--- config.mk ---
export PLATFORM = sky130hd
export DESIGN_NAME = ep_handshake_sel
export DESIGN_NICKNAME = d
export VERILOG_FILES = /design/src/rtl/ep_handshake_sel.sv
export SDC_FILE = /design/constraint.sdc
export NUM_CORES = 1
export LEC_CHECK = 0
export BUFFER_PORTS_ARGS = -buffer_cell sky130_fd_sc_hd__buf_4
export CORE_AREA = 2 2 39 41
export DETAILED_ROUTE_END_ITERATION = 10
export DIE_AREA = 0 0 41 43
export SETUP_SLACK_MARGIN = 0.3
export SYNTH_ARGS = -nofsm -noshare
export SYNTH_HDL_FRONTEND = slang
export SYNTH_SLANG_ARGS = --single-unit
--- constraint.sdc ---
create_clock -name clk -period 3.6 [get_ports clk]
set_input_delay 0.18 -clock clk [delete_from_list [all_inputs] [get_ports clk]]
set_output_delay 0.18 -clock clk [all_outputs]
set_load 0.02 [all_outputs]
--- src/rtl/ep_handshake_sel.sv ---
module ep_handshake_sel #(
  parameter int EP_NUM = 1,
  parameter int CNT_W  = 2
) (
  input  logic             clk,
  input  logic             rst_n,
  input  logic             cfg_dir_in,
  input  logic             dbl_buf_en,
  input  logic             high_speed,
  input  logic             stall_req,
  input  logic             int_en,
  input  logic             ev_valid,
  input  logic [1:0]       ev_type,
  input  logic             ev_dir_in,
  input  logic             ev_ok,
  input  logic             fw_slot,
  output logic             hs_valid,
  output logic [2:0]       hs_code,
  output logic             irq,
  output logic [CNT_W-1:0] buf_level
);

  localparam logic [2:0] HS_NONE  = 3'd0;
  localparam logic [2:0] HS_ACK   = 3'd1;
  localparam logic [2:0] HS_NAK   = 3'd2;
  localparam logic [2:0] HS_NYET  = 3'd3;
  localparam logic [2:0] HS_STALL = 3'd4;
  localparam logic [1:0] TY_CTRL  = 2'd0;
  localparam logic [1:0] TY_ISO   = 2'd1;

  logic [CNT_W-1:0] count, slots, count_nx;
  logic             full, empty, is_iso, blocked, take, give, fw_up, fw_dn;
  logic [2:0]       code_nx;

  assign slots   = dbl_buf_en ? CNT_W'(2) : CNT_W'(1);
  assign full    = count >= slots;
  assign empty   = count == '0;
  assign is_iso  = ev_type == TY_ISO;
  assign blocked = stall_req || (ev_dir_in != cfg_dir_in) ||
                   ((EP_NUM == 0) && (ev_type != TY_CTRL));

  assign take  = ev_valid && !blocked && ev_ok && !cfg_dir_in && !full;
  assign give  = ev_valid && !blocked && ev_ok &&  cfg_dir_in && !empty;
  assign fw_up = fw_slot &&  cfg_dir_in && !full;
  assign fw_dn = fw_slot && !cfg_dir_in && !empty;

  assign count_nx = count + CNT_W'(take) + CNT_W'(fw_up)
                          - CNT_W'(give) - CNT_W'(fw_dn);

  always_comb begin
    code_nx = HS_NONE;
    if (is_iso)           code_nx = HS_NONE;
    else if (blocked)     code_nx = HS_STALL;
    else if (!ev_ok)      code_nx = HS_NONE;
    else if (!cfg_dir_in) begin
      if (full)           code_nx = HS_NAK;
      else if (high_speed && count_nx == slots) code_nx = HS_NYET;
      else                code_nx = HS_ACK;
    end else begin
      if (empty)          code_nx = HS_NAK;
      else                code_nx = HS_ACK;
    end
  end

  always_ff @(posedge clk) begin
    if (!rst_n) begin
      count    <= '0;
      hs_valid <= 1'b0;
      hs_code  <= HS_NONE;
      irq      <= 1'b0;
    end else begin
      count    <= count_nx;
      hs_valid <= ev_valid;
      hs_code  <= ev_valid ? code_nx : HS_NONE;
      irq      <= int_en && (take || give);
    end
  end

  assign buf_level = count;

  assert_count_bound_R9: assert property (@(posedge clk) disable iff (!rst_n)
    count <= CNT_W'(2));

  assert_stall_R2: assert property (@(posedge clk) disable iff (!rst_n)
    ev_valid && stall_req && !is_iso |=> hs_code == HS_STALL && !irq);

  assert_full_nak_R7: assert property (@(posedge clk) disable iff (!rst_n)
    ev_valid && !is_iso && !blocked && ev_ok && !cfg_dir_in && full
    |=> hs_code == HS_NAK && !irq);

  assert_bad_crc_R5: assert property (@(posedge clk) disable iff (!rst_n)
    ev_valid && !ev_ok && !fw_slot |=> count == $past(count) && !irq);

  assert_irq_gate_R11: assert property (@(posedge clk) disable iff (!rst_n)
    !int_en |=> !irq);

  assert_iso_silent_R4: assert property (@(posedge clk) disable iff (!rst_n)
    ev_valid && is_iso |=> hs_valid && hs_code == HS_NONE);

endmodule

======== Word level (Yosys, flattened, before mapping) ========
Cells that the tools add are included.
operators by class
  $add $sub $neg .......................... 4
  order comparisons ....................... 1
  eq/ne operators ......................... 3
  multiplexer cells ....................... 7
  bitwise gates (word level) .............. 3
  reductions and logical operators ........ 21
operators by type and width
  kind                                           count
  logical AND 1 bit                              12
  2-to-1 mux 3 bit                               3
  2-to-1 mux 2 bit                               4
  OR reduction 5 bit                             1
  adder 2 x 1 -> 2 bit                           2
  zero test 1 bit                                4
  subtractor 2 x 1 -> 2 bit                      2
  inverter 1 bit                                 3
  OR reduction 3 bit                             1
  == test 2 x 1 -> 1 bit, second input constant  1
  == test 2 bit                                  1
  >= comparator 2 bit                            1
  zero test 2 bit                                1
  logical OR 1 bit                               2
  inequality test 1 bit                          1
storage, ports and cells
  register bits after elaboration ......... 7
  bits of input ports ..................... 13
  output and inout bits ................... 7

======== Longest topological paths before layout ========
Gate-level depths: netlist (run 1).
  word-level depth ........................ 18
  mapped depth ............................ 12
  gate-level depth less buffers ........... 12

======== Least setup slack after synthesis (run 1) ========
Ideal clock, no wire load.
  path kind ............................... reg-to-reg
  from .................................... register count[0], in the netlist buf_level[0]
  to ...................................... register hs_code[1]
  setup time .............................. 88 ps
  arrival ................................. 3322 ps
  data required time ...................... 3512 ps
  setup slack ............................. 189 ps
  cell stages (with the launch flop) ...... 13
  buffers on the path ..................... 0
  cells stage by stage .................... dfxtp_1 -> inv_1 -> ha_1 -> nand2b_1 -> a211oi_1 -> nand4_1 -> fa_1 -> inv_1 -> fa_1 -> xor2_1 -> xnor2_1 -> or3_1 -> a311oi_2
between the ends
  word-level cells in the longest chain between the ends .. 12
  elaborated cells on any way between the ends .. 18
RTL lines
  element                                  RTL line  RTL
  start, declared                          31        logic [CNT_W-1:0] count, slots, count_nx;
  start signal, assigned                   72        count <= count_nx;
  >= comparator 2 bit                      36        assign full = count >= slots;
  zero test 1 bit                          42, 44
  logical AND 1 bit                        42        assign take = ev_valid && !blocked && ev_ok && !cfg_dir_in && !full;
  adder 2 x 1 -> 2 bit (2 in series)       47        assign count_nx = count + CNT_W'(take) + CNT_W'(fw_up)
  subtractor 2 x 1 -> 2 bit (2 in series)  48        - CNT_W'(give) - CNT_W'(fw_dn);
  == test 2 bit                            57        else if (high_speed && count_nx == slots) code_nx = HS_NYET;
  logical AND 1 bit                        57
  2-to-1 mux 2 bit                         57
  2-to-1 mux 2 bit                         56        if (full) code_nx = HS_NAK;
  2-to-1 mux 3 bit *                       55        else if (!cfg_dir_in) begin
  end signal, assigned                     74        hs_code <= ev_valid ? code_nx : HS_NONE;
  end, declared                            18        output logic [2:0] hs_code,
Mark *: on every way between the ends. The rest lies on a longest branch, timed or not.
A chain may end at the register's enable or synchronous reset.

======== Worst setup path after layout (run 1) ========
Same ends and word-level chain as after synthesis.

==> out/results.tsv, run 1 <==
stage	metric	value	unit
run_status	outcome	finished, final reports clean	
power	peakVddDrop	0.2512	mV
floorplan	dieArea	1763	um2
synth	synth-simple-area-share	25.71	%
timing	skew	0.0006225	ns
cells_and_area	drive_gt1_share	47.83	%
synth	synth_edf_count	0	
power	power_density	606.7	nW/um2
routing	vias	383	
clock_network	cts_hold_buf	0	
worst_setup_path	start_kind	flip-flop	
placement	place_hpwl	685.7	um
floorplan	die_h	43	um
clock_network	cts_num_sinks	7	
synth	synth_flop_cell	dfxtp_1	
cells_and_area	n_antenna_cell	0	
synth	synth_top_area_cell	dfxtp_1	
routing	drc	0	
worst_setup_path	critPathMaxStageDelay	0.56	ns
floorplan	design.core.area	1384	um2
cells_and_area	final_nets	87	
worst_setup_path	cp.required	3.76	ns
synth	synthXorXnorAreaFrac	6.583	%
worst_setup_path	crit_arrival	3.26	ns
power	swShare	36.41	%
routing	viasPerCell	4.506	
timing	slew_viol_final	0	
synth	async_flop_share	0	%
floorplan	fp.dieW	41	um
synth	synth.most_common_cell	dfxtp_1	
global_routing	grt_max_degree	6	
routing	detail_route.wl_per_cell	9.965	um
timing	grt_setup_unrepaired	false	
routing	ant_nets	0	
cells_and_area	regArea	143.9	um2
power	power_switching	0.1423	mW
worst_setup_path	path_buf_inv	2	
placement	portBuffers	19	
worst_setup_path	crit_type	reg2reg	
global_routing	grt_pass1_wl	1407	um
cells_and_area	syn_to_final_growth	61.44	%
synth	muxShareOfSynthArea	0	%
floorplan	num_rows	14	
timing	worst_slew_pin_slew	0.3007	ns
power	power_frac_clock	17.5	%
global_routing	antenna_found_initial	0	
power	internal_power	0.2486	mW
routing	drt-total-wl	847	um
clock_network	clk_latency	0.24	ns
global_routing	grt_pass1_vias	349	
synth	synth_top_family_by_area	simple AND/OR/NAND/NOR gates	
clock_network	cts_root_buffer	clkbuf_4	
synth	synth_top_area_share	35.11	%
worst_setup_path	worstPathMaxFanout	4	
timing	finalHoldViolCount	0	
cells_and_area	fin_util	46.56	%
synth	synth-compound-area-share	12.54	%
power	leakagePower	0.3042	nW
clock_network	cts_buffer_depth	2	
clock_network	cts.htree.levels	1	
synth	syn_nets	59	
clock_network	clk_pin_slew	0.05	ns
synth	synth_cell_types	21	
floorplan	pin_count	20	
timing	fin_setup_tns	0	ns
routing	drt-initial-drc-count	1	
cells_and_area	multi_input_area	266.5	um2
worst_setup_path	path_cells	inv_1 -> ha_1 -> nand2b_4 -> a211oi_4 -> nand4_1 -> fa_1 -> inv_1 -> fa_2 -> xor2_1 -> xnor2_1 -> or3_1 -> a311oi_2	
worst_hold_path	hold_class	in2reg	
synth	seq_area_frac_synth	35.11	%
worst_setup_path	crit_slowest_cell	fa_1	
global_routing	grt_use_total	11.98	%
timing	fin_crit	3.097	ns
synth	netlist_area	399.1	um2
timing	setup_viol	0	
flow_run	drv_cap	0	
worst_setup_path	worst_path_most_repeated_cell	inv_1	
cells_and_area	stdcell_count	85	
placement	gp_congestion	0.7597	
power	p_comb_share	54.8	%
synth	syn_avg_cell_area	9.503	um2
power	pwr-share-seq	27.7	%
timing	layout_worst_path_cycle_share	86.03	%
synth	synth.area.top_cells	dfxtp_1 (35%), fa_1 (10%), ha_1 (6.3%)	
synth	yosysWarnings	0	
timing	slew_headroom	79.93	%
synth	synth_seq_cells	7	
clock_network	numCtsBuffers	3	
global_routing	overflow	0	
timing	fmax	322.9	MHz
worst_setup_path	critPathTopFamily	adder cells	
floorplan	start_util	28.84	%
placement	dpl.cell_count	77	
worst_setup_path	cp-end-kind	flip-flop	
routing	firstDrtPassIters	2	
cells_and_area	fillers	145	
synth	synthAdderAreaFrac	16.30	%
clock_network	cts_tree	yes	
synth	synth_common_cells	dfxtp_1 (7), inv_1 (4), nor2_1 (4)	
synth	synthesis.instances	42	
[final cells by class]
cell class / instances / area share [%]
Multi-Input combinational cell: 31 / 41.36
Clock buffer: 4 / 4.078
Tap cell: 16 / 3.107
Timing Repair Buffer: 23 / 26.80
Inverter: 4 / 2.330
Sequential cell: 7 / 22.33
[per-layer routing]
metal	wire length (um)	track usage, %	share of wire (%)	vias up
met2	442	16.56	52	10
met3	48	1.571	5.7	2
met4	10	10.00	1.2	0
li1	-	-	-	200
met1	346	15.58	41	171
met5	0	0	0	-
[logic make-up after synthesis]
kind of cell               after synthesis
AOI/OAI and AO/OA                        5
xor gates and xnor gates                 3
buffers and inverters                    4
adders and majority gates                4
and+or+nand+nor                         19
DFF                                      7
[power groups by stage]
| stage | registers (mW) | logic (mW) | clock network [mW] |
|---|---|---|---|
| floorplan | 0.123 | 0.0962 | 0 |
| global placement | 0.110 | 0.162 | 0 |
| detailed placement | 0.110 | 0.161 | 0 |
| CTS | 0.108 | 0.168 | 0.0700 |
| global route | 0.113 | 0.235 | 0.0763 |
| finish | 0.108 | 0.214 | 0.0684 |
[final timing paths]
path / from / to / slack (ns) / cells past startpoint
worst max-delay path: buf_level[0] / hs_code[1] / 0.50 / 12
worst min-delay path: int_en / irq / 0.17 / 3
worst max register to register: buf_level[0] / hs_code[1] / 0.50 / 12
worst min register to register: buf_level[0] / hs_code[1] / 0.73 / 3
[timing repair]
action | CTS | global route
pin swaps | 1 | 5
setup buffers | 1 | 3
gates resized for setup | 0 | 4
endpoints found under the setup margin | 1 | 1
hold endpoints to repair | 0 | 0
[sequential cells by signal, summed over array words and instances (netlist names)]
signal,flops
irq,1
hs_code,3
buf_level,2
hs_valid,1
[through the flow]
step	power, mW	setup WS (ns)	hold slack [ns]	cell area [um2]
2_1_floorplan	0.2189	0.3815	0.2983	405.4
3_3_place_gp	0.2716	0.2930	0.4235	568.0
3_5_place_dp	0.2703	0.2658	0.4215	568.0
4_1_cts	0.3462	0.3559	0.1640	601.8
5_1_grt	0.4247	0.3458	0.1739	644.4
6_report	0.3909	0.5030	0.1686	644.4
[placed cells by master (no fill, tap or decap)]
master / Yosys / routed
nand3_1: 1 / 1
and2_1: 2 / 2
dfxtp_1: 7 / 6
nor3b_1: 1 / 1
clkbuf_4: 0 / 3
o2111ai_1: 1 / 1
fa_2: 0 / 1
a311oi_2: 1 / 1
clkbuf_1: 0 / 1
nand2_1: 3 / 3
inv_1: 4 / 4
buf_4: 0 / 23
nand2b_4: 0 / 1
xor2_1: 2 / 2
a211oi_1: 2 / 1
a211oi_4: 0 / 1
xnor2_1: 1 / 1
fa_1: 2 / 1
or3_1: 1 / 1
nor2b_1: 2 / 2
o221a_2: 1 / 1
nor2_1: 4 / 4
dfxtp_4: 0 / 1
ha_1: 2 / 2
and2b_2: 1 / 1
nor3_1: 1 / 1
nand4_1: 2 / 2
[tightest hold or removal path: stages]
cell and delay [ns]:
buf_4 0.11, nand2_1 0.05, nor3_1 0.03
Power figures use the tool's default switching activity.
==> run 2, diff against run 1 <==
REMOVE_ABC_BUFFERS = 1   (was not set)
==> run 2 against run 1 <==
Register-to-register slack got worse by 0.06 ns. Via count grew 0.78%. Power shrank 5.9%. Non-clock buffer count fell by 2. Combinational power decreased by 14%. Highest routed layer unchanged. Sequential share of layout area increased by 0.50 points.
==> out/results.tsv, run 2 (synthesis results as in run 1) <==
stage	metric	value	unit	change
run_status	outcome	finished, final reports clean		
timing	layout_worst_path_cycle_share	87.63	%	+1.6 points
timing	fin_setup_tns	0	ns	unchanged
cells_and_area	largest_reg_flops	3		unchanged
clock_network	cts_hold_buf	0		unchanged
cells_and_area	drive_gt1_share	46.27	%	-1.6 points
routing	drt-total-wl	885	um	+4.5%
global_routing	grt_use_total	11.71	%	-0.28 points
global_routing	grt_pass1_wl	1317	um	-6.4%
global_routing	overflow	0		unchanged
worst_hold_path	holdCritStartpoint	int_en		
timing	fmax	317.0	MHz	-1.8%
placement	dp_slack	0.2568	ns	-0.008979 ns
global_routing	grt_pass1_vias	337		-3.4%
flow_run	drv_cap	0		unchanged
global_routing	use_met2	16.25	%	-0.31 points
clock_network	cts_num_sinks	7		unchanged
power	p_total	0.3677	mW	-5.9%
worst_setup_path	cp-end-kind	flip-flop		
routing	viasPerCell	4.651		+3.2%
placement	portBuffers	19		unchanged
timing	fin_crit	3.155	ns	+0.05752 ns
power	leakagePower	0.2861	nW	-6.0%
worst_setup_path	crit_type	reg2reg		
worst_hold_path	hold_class	in2reg		
global_routing	grt_max_degree	6		unchanged
worst_setup_path	setup.worst_path.start	buf_level[0]		
clock_network	numCtsBuffers	3		unchanged
power	power_density	593.8	nW/um2	-2.1%
placement	place_hpwl	700.9	um	+2.2%
floorplan	die_h	43	um	unchanged
routing	ant_nets	0		unchanged
timing	grt_setup_unrepaired	false		
power	peakVddDrop	0.2815	mV	+12%
placement	gp_congestion	0.7397		-2.6%
clock_network	cts_root_buffer	clkbuf_4		
global_routing	use_met1	13.73	%	-1.9 points
floorplan	dieArea	1763	um2	unchanged
timing	finalHoldViolCount	0		unchanged
timing	worst_slack	0.4455	ns	-0.05752 ns
timing	slew_viol_final	0		unchanged
worst_setup_path	start_kind	flip-flop		
floorplan	num_rows	14		unchanged
timing	worst_slew_pin_slew	0.2830	ns	-0.01767 ns
cells_and_area	syn_to_final_growth	55.17	%	
routing	drt-initial-drc-count	1		unchanged
worst_setup_path	worstPathMaxFanout	4		unchanged
global_routing	antenna_found_initial	0		unchanged
floorplan	start_util	28.84	%	unchanged
floorplan	design.core.area	1384	um2	unchanged
clock_network	cts.htree.levels	1		unchanged
global_routing	grt_busiest_layer	met2		
timing	skew	0.002512	ns	+0.001890 ns
floorplan	pin_count	20		unchanged
cells_and_area	final_nets	85		-2.3%
clock_network	cts_buffer_depth	2		unchanged
cells_and_area	stdcell_count	83		-2.4%
cells_and_area	mostFrequentLayoutCells	buf_4 (21), dfxtp_1 (6), inv_1 (4), nor2_1 (4)		
clock_network	cts_tree	yes		
clock_network	clk_pin_slew	0.06	ns	about the same
cells_and_area	fillers	144		-0.69%
worst_setup_path	worstReg2RegStart	buf_level[0]		
cells_and_area	top_register	hs_code		
worst_setup_path	cp.required	3.77	ns	about the same
cells_and_area	fin_util	44.76	%	-1.8 points
routing	firstDrtPassIters	2		unchanged
worst_setup_path	crit_arrival	3.33	ns	+0.07 ns
cells_and_area	mostFrequentLayoutCell	buf_4		
routing	drc	0		unchanged
routing	detail_route.wl_per_cell	10.66	um	+7.0%
clock_network	clk_latency	0.26	ns	+0.02 ns
cells_and_area	n_antenna_cell	0		unchanged
timing	slew_headroom	81.02	%	+1.1 points
timing	setup_viol	0		unchanged
placement	dpl.cell_count	78		+1.3%
global_routing	use_met3	5.236	%	+3.7 points
floorplan	fp.dieW	41	um	unchanged
routing	vias	386		+0.78%
==> run 2: cell count changes in the layout (fill, tap and decap cells not counted), sizes merged <==
cell and change:
buf -2
==> run 2: cell type report <==
| type | instances | area (um2) | share of cell area, % |
|---|---|---|---|
| Multi-Input combinational cell | 31 | 259.0 | 41.82 |
| Clock buffer | 4 | 26.28 | 4.242 |
| Sequential cell | 7 | 141.4 | 22.83 |
| Inverter | 4 | 15.01 | 2.424 |
| Timing Repair Buffer | 21 | 157.7 | 25.45 |
| Tap cell | 16 | 20.02 | 3.232 |
==> run 2: power breakdown <==
part           switching [mW]  internal (mW)
Combinational          0.0926         0.0924
Clock                  0.0329         0.0426
Sequential             0.0150         0.0922
==> run 2: what timing repair did <==
action / CTS / global route
setup endpoints to repair: 1 / 1
buffers inserted: 0 / 1
resized for setup: 1 / 3
pin swaps: 0 / 3
hold endpoints to repair: 0 / 0
==> run 2: path summary, 6_finish.rpt <==
kind	slack, ns	cells after the start	endpoint
max reg2reg	0.45	12	hs_code[1]
min	0.15	3	irq
min reg2reg	0.74	2	buf_level[1]
max	0.45	12	hs_code[1]
==> run 2: routing by layer <==
| layer | routed length [um] | share of wire, % |
|---|---|---|
| met1 | 386 | 44 |
| met2 | 380 | 43 |
| met3 | 95 | 11 |
| met4 | 22 | 2.5 |
| met5 | 0 | 0 |
==> run 2: stage by stage <==
stage,hold WS (ns),cell area [um2]
detailed placement,0.4213,569.3
finish,0.1532,619.3
global route,0.1690,619.3
floorplan,0.2983,399.1
global placement,0.4213,569.3
CTS,0.1533,600.6
==> run 2: critical path, cell delays in order (launching register included) <==
cell      delay [ns]
dfxtp_2         0.36
inv_1           0.05
ha_1            0.27
nand2b_1        0.18
a211oi_2        0.24
nand4_1         0.13
fa_1            0.50
inv_1           0.06
fa_2            0.37
xor2_2          0.15
xnor2_1         0.14
or3_1           0.37
a311oi_2        0.26
==> run 3, diff against run 2 <==
GPL_TIMING_DRIVEN = 0   (was not set)
==> run 3 against run 2 <==
Critical path depth stayed put. Core utilization is 0.27 points higher. Combinational power hardly changed. Non-clock buffer count is 1 lower. Count of clock-buffer cells in the layout is 1 lower. Critical path type unchanged. Critical endpoint unchanged. Largest cell class unchanged. Largest power group unchanged. Highest routed layer unchanged.
==> out/results.tsv, run 3 (synthesis results as in run 1) <==
stage	metric	value	unit	change
clock_network	cts.htree.levels	1		unchanged
cells_and_area	fin_area	623.1	um2	+0.61%
timing	layout_worst_path_cycle_share	86.34	%	-1.3 points
global_routing	overflow	0		unchanged
floorplan	dieArea	1763	um2	unchanged
placement	portBuffers	19		unchanged
worst_hold_path	whs_path_depth	3		unchanged
worst_setup_path	critPathTopFamily	adder cells		
timing	worst_slew_pin_slew	0.3143	ns	+0.03125 ns
global_routing	grt_max_degree	6		unchanged
clock_network	cts_num_sinks	7		unchanged
timing	fin_crit	3.108	ns	-0.04631 ns
cells_and_area	fin_util	45.03	%	+0.27 points
worst_setup_path	crit_type	reg2reg		
cells_and_area	final_nets	84		-1.2%
worst_hold_path	hold_class	in2reg		
floorplan	pin_count	20		unchanged
power	power_density	600.0	nW/um2	+1.0%
clock_network	cts_tree	yes		
worst_setup_path	worst_path_most_repeated_cell	inv_1		
placement	dpl.cell_count	77		-1.3%
timing	grt_setup_unrepaired	false		
timing	fmax	321.7	MHz	+1.5%
routing	ant_nets	0		unchanged
timing	slew_headroom	79.00	%	-2.0 points
timing	slew_viol_final	0		unchanged
floorplan	design.core.area	1384	um2	unchanged
worst_setup_path	cp-end-kind	flip-flop		
worst_setup_path	cp.required	3.78	ns	about the same
worst_setup_path	path_buf_inv	2		unchanged
routing	firstDrtPassIters	2		unchanged
placement	place_hpwl	734.4	um	+4.8%
global_routing	grt_pass1_wl	1359	um	+3.2%
worst_setup_path	worstPathMaxFanout	4		unchanged
clock_network	numCtsBuffers	3		unchanged
worst_setup_path	path_cells	inv_1 -> ha_1 -> nand2b_4 -> a211oi_4 -> nand4_1 -> fa_1 -> inv_1 -> fa_2 -> xor2_1 -> xnor2_1 -> or3_1 -> a311oi_2		
clock_network	clk_pin_slew	0.06	ns	about the same
worst_setup_path	crit_arrival	3.28	ns	-0.05 ns
routing	vias	372		-3.6%
timing	skew	0.0006051	ns	-0.001907 ns
global_routing	grt_pass1_vias	347		+3.0%
run_status	outcome	finished, final reports clean		
global_routing	grt_use_total	12.06	%	+0.35 points
global_routing	antenna_found_initial	0		unchanged
clock_network	clk_latency	0.26	ns	about the same
clock_network	cts_root_buffer	clkbuf_4		
flow_run	drv_cap	0		unchanged
cells_and_area	syn_to_final_growth	56.11	%	
floorplan	fp.dieW	41	um	unchanged
placement	dp_slack	-0.009196	ns	-0.2660 ns
cells_and_area	stdcell_count	82		-1.2%
cells_and_area	top_register	hs_code		
floorplan	die_h	43	um	unchanged
timing	setup_viol	0		unchanged
floorplan	num_rows	14		unchanged
floorplan	start_util	28.84	%	unchanged
worst_setup_path	crit_slowest_cell	fa_1		
worst_setup_path	r2r_cells	12		unchanged
timing	fin_setup_tns	0	ns	unchanged
cells_and_area	drive_gt1_share	46.97	%	+0.70 points
clock_network	cts_buffer_depth	2		unchanged
worst_setup_path	start_kind	flip-flop		
cells_and_area	n_antenna_cell	0		unchanged
timing	worst_slack	0.4918	ns	+0.04631 ns
routing	drt-total-wl	904	um	+2.1%
worst_setup_path	cp.depth	12		unchanged
power	p_total	0.3738	mW	+1.7%
cells_and_area	largest_reg_flops	3		unchanged
worst_setup_path	critPathMaxStageDelay	0.50	ns	about the same
power	peakVddDrop	0.3170	mV	+13%
timing	hold_ws	0.1488	ns	-0.004442 ns
placement	placed_area	561.8	um2	-1.3%
routing	drc	0		unchanged
routing	detail_route.wl_per_cell	11.02	um	+3.4%
timing	finalHoldViolCount	0		unchanged
cells_and_area	mostFrequentLayoutCell	buf_4		
placement	gp_congestion	0.6644		-10%
power	leakagePower	0.2911	nW	+1.8%
routing	viasPerCell	4.537		-2.5%
routing	drt-initial-drc-count	1		unchanged
cells_and_area	mostFrequentLayoutCells	buf_4 (20), dfxtp_1 (6), inv_1 (4), nor2_1 (4)		
-- run 3: cell count changes in the layout (fill, tap and decap cells not counted), sizes merged --
cell and change:
buf -1, clkbuf -1, clkinv +1
-- run 3: area by class of cell --
| class | count | area, um2 |
|---|---|---|
| repair buffers | 20 | 150.1 |
| flip-flops and latches | 7 | 143.9 |
| multi-input cells | 31 | 266.5 |
| inverters | 4 | 15.01 |
| clock inverters | 1 | 5.005 |
| clock buffers | 3 | 22.52 |
| well taps | 16 | 20.02 |
| fillers | 146 | 760.7 |
-- run 3: path summary, 6_finish.rpt --
check	endpoint	from	slack, ns
worst max register to register	hs_code[1]	buf_level[0]	0.49
worst min register to register	buf_level[0]	buf_level[0]	0.74
worst max-delay path	hs_code[1]	buf_level[0]	0.49
worst min-delay path	irq	int_en	0.15
-- run 3: what timing repair did --
| item | CTS | global route |
|---|---|---|
| endpoints found under the hold margin | 0 | 0 |
| pin swaps | 1 | 3 |
| resized for setup | 3 | 3 |
| hold buffers | 0 | 0 |
| buffers inserted | 1 | 0 |
| endpoints found under the setup margin | 2 | 1 |
-- run 3: where the power goes --
| group | internal (mW) | switching, mW |
|---|---|---|
| clock network | 0.0408 | 0.0339 |
| registers | 0.0946 | 0.0164 |
| logic | 0.0946 | 0.0935 |
| total | 0.230 | 0.144 |
-- run 3: metal layers --
| metal | up-vias | part of all wire [%] | track usage, % |
|---|---|---|---|
| met5 | - | 0 | 0 |
| met4 | 0 | 2.2 | 8.000 |
| met3 | 3 | 11 | 4.712 |
| met2 | 18 | 46 | 18.44 |
| met1 | 159 | 41 | 12.90 |
| li1 | 192 | - | - |
-- run 3: tightest hold or removal path: stages --
cell     delay, ns
buf_4         0.11
nand2_1       0.04
nor3_1        0.03
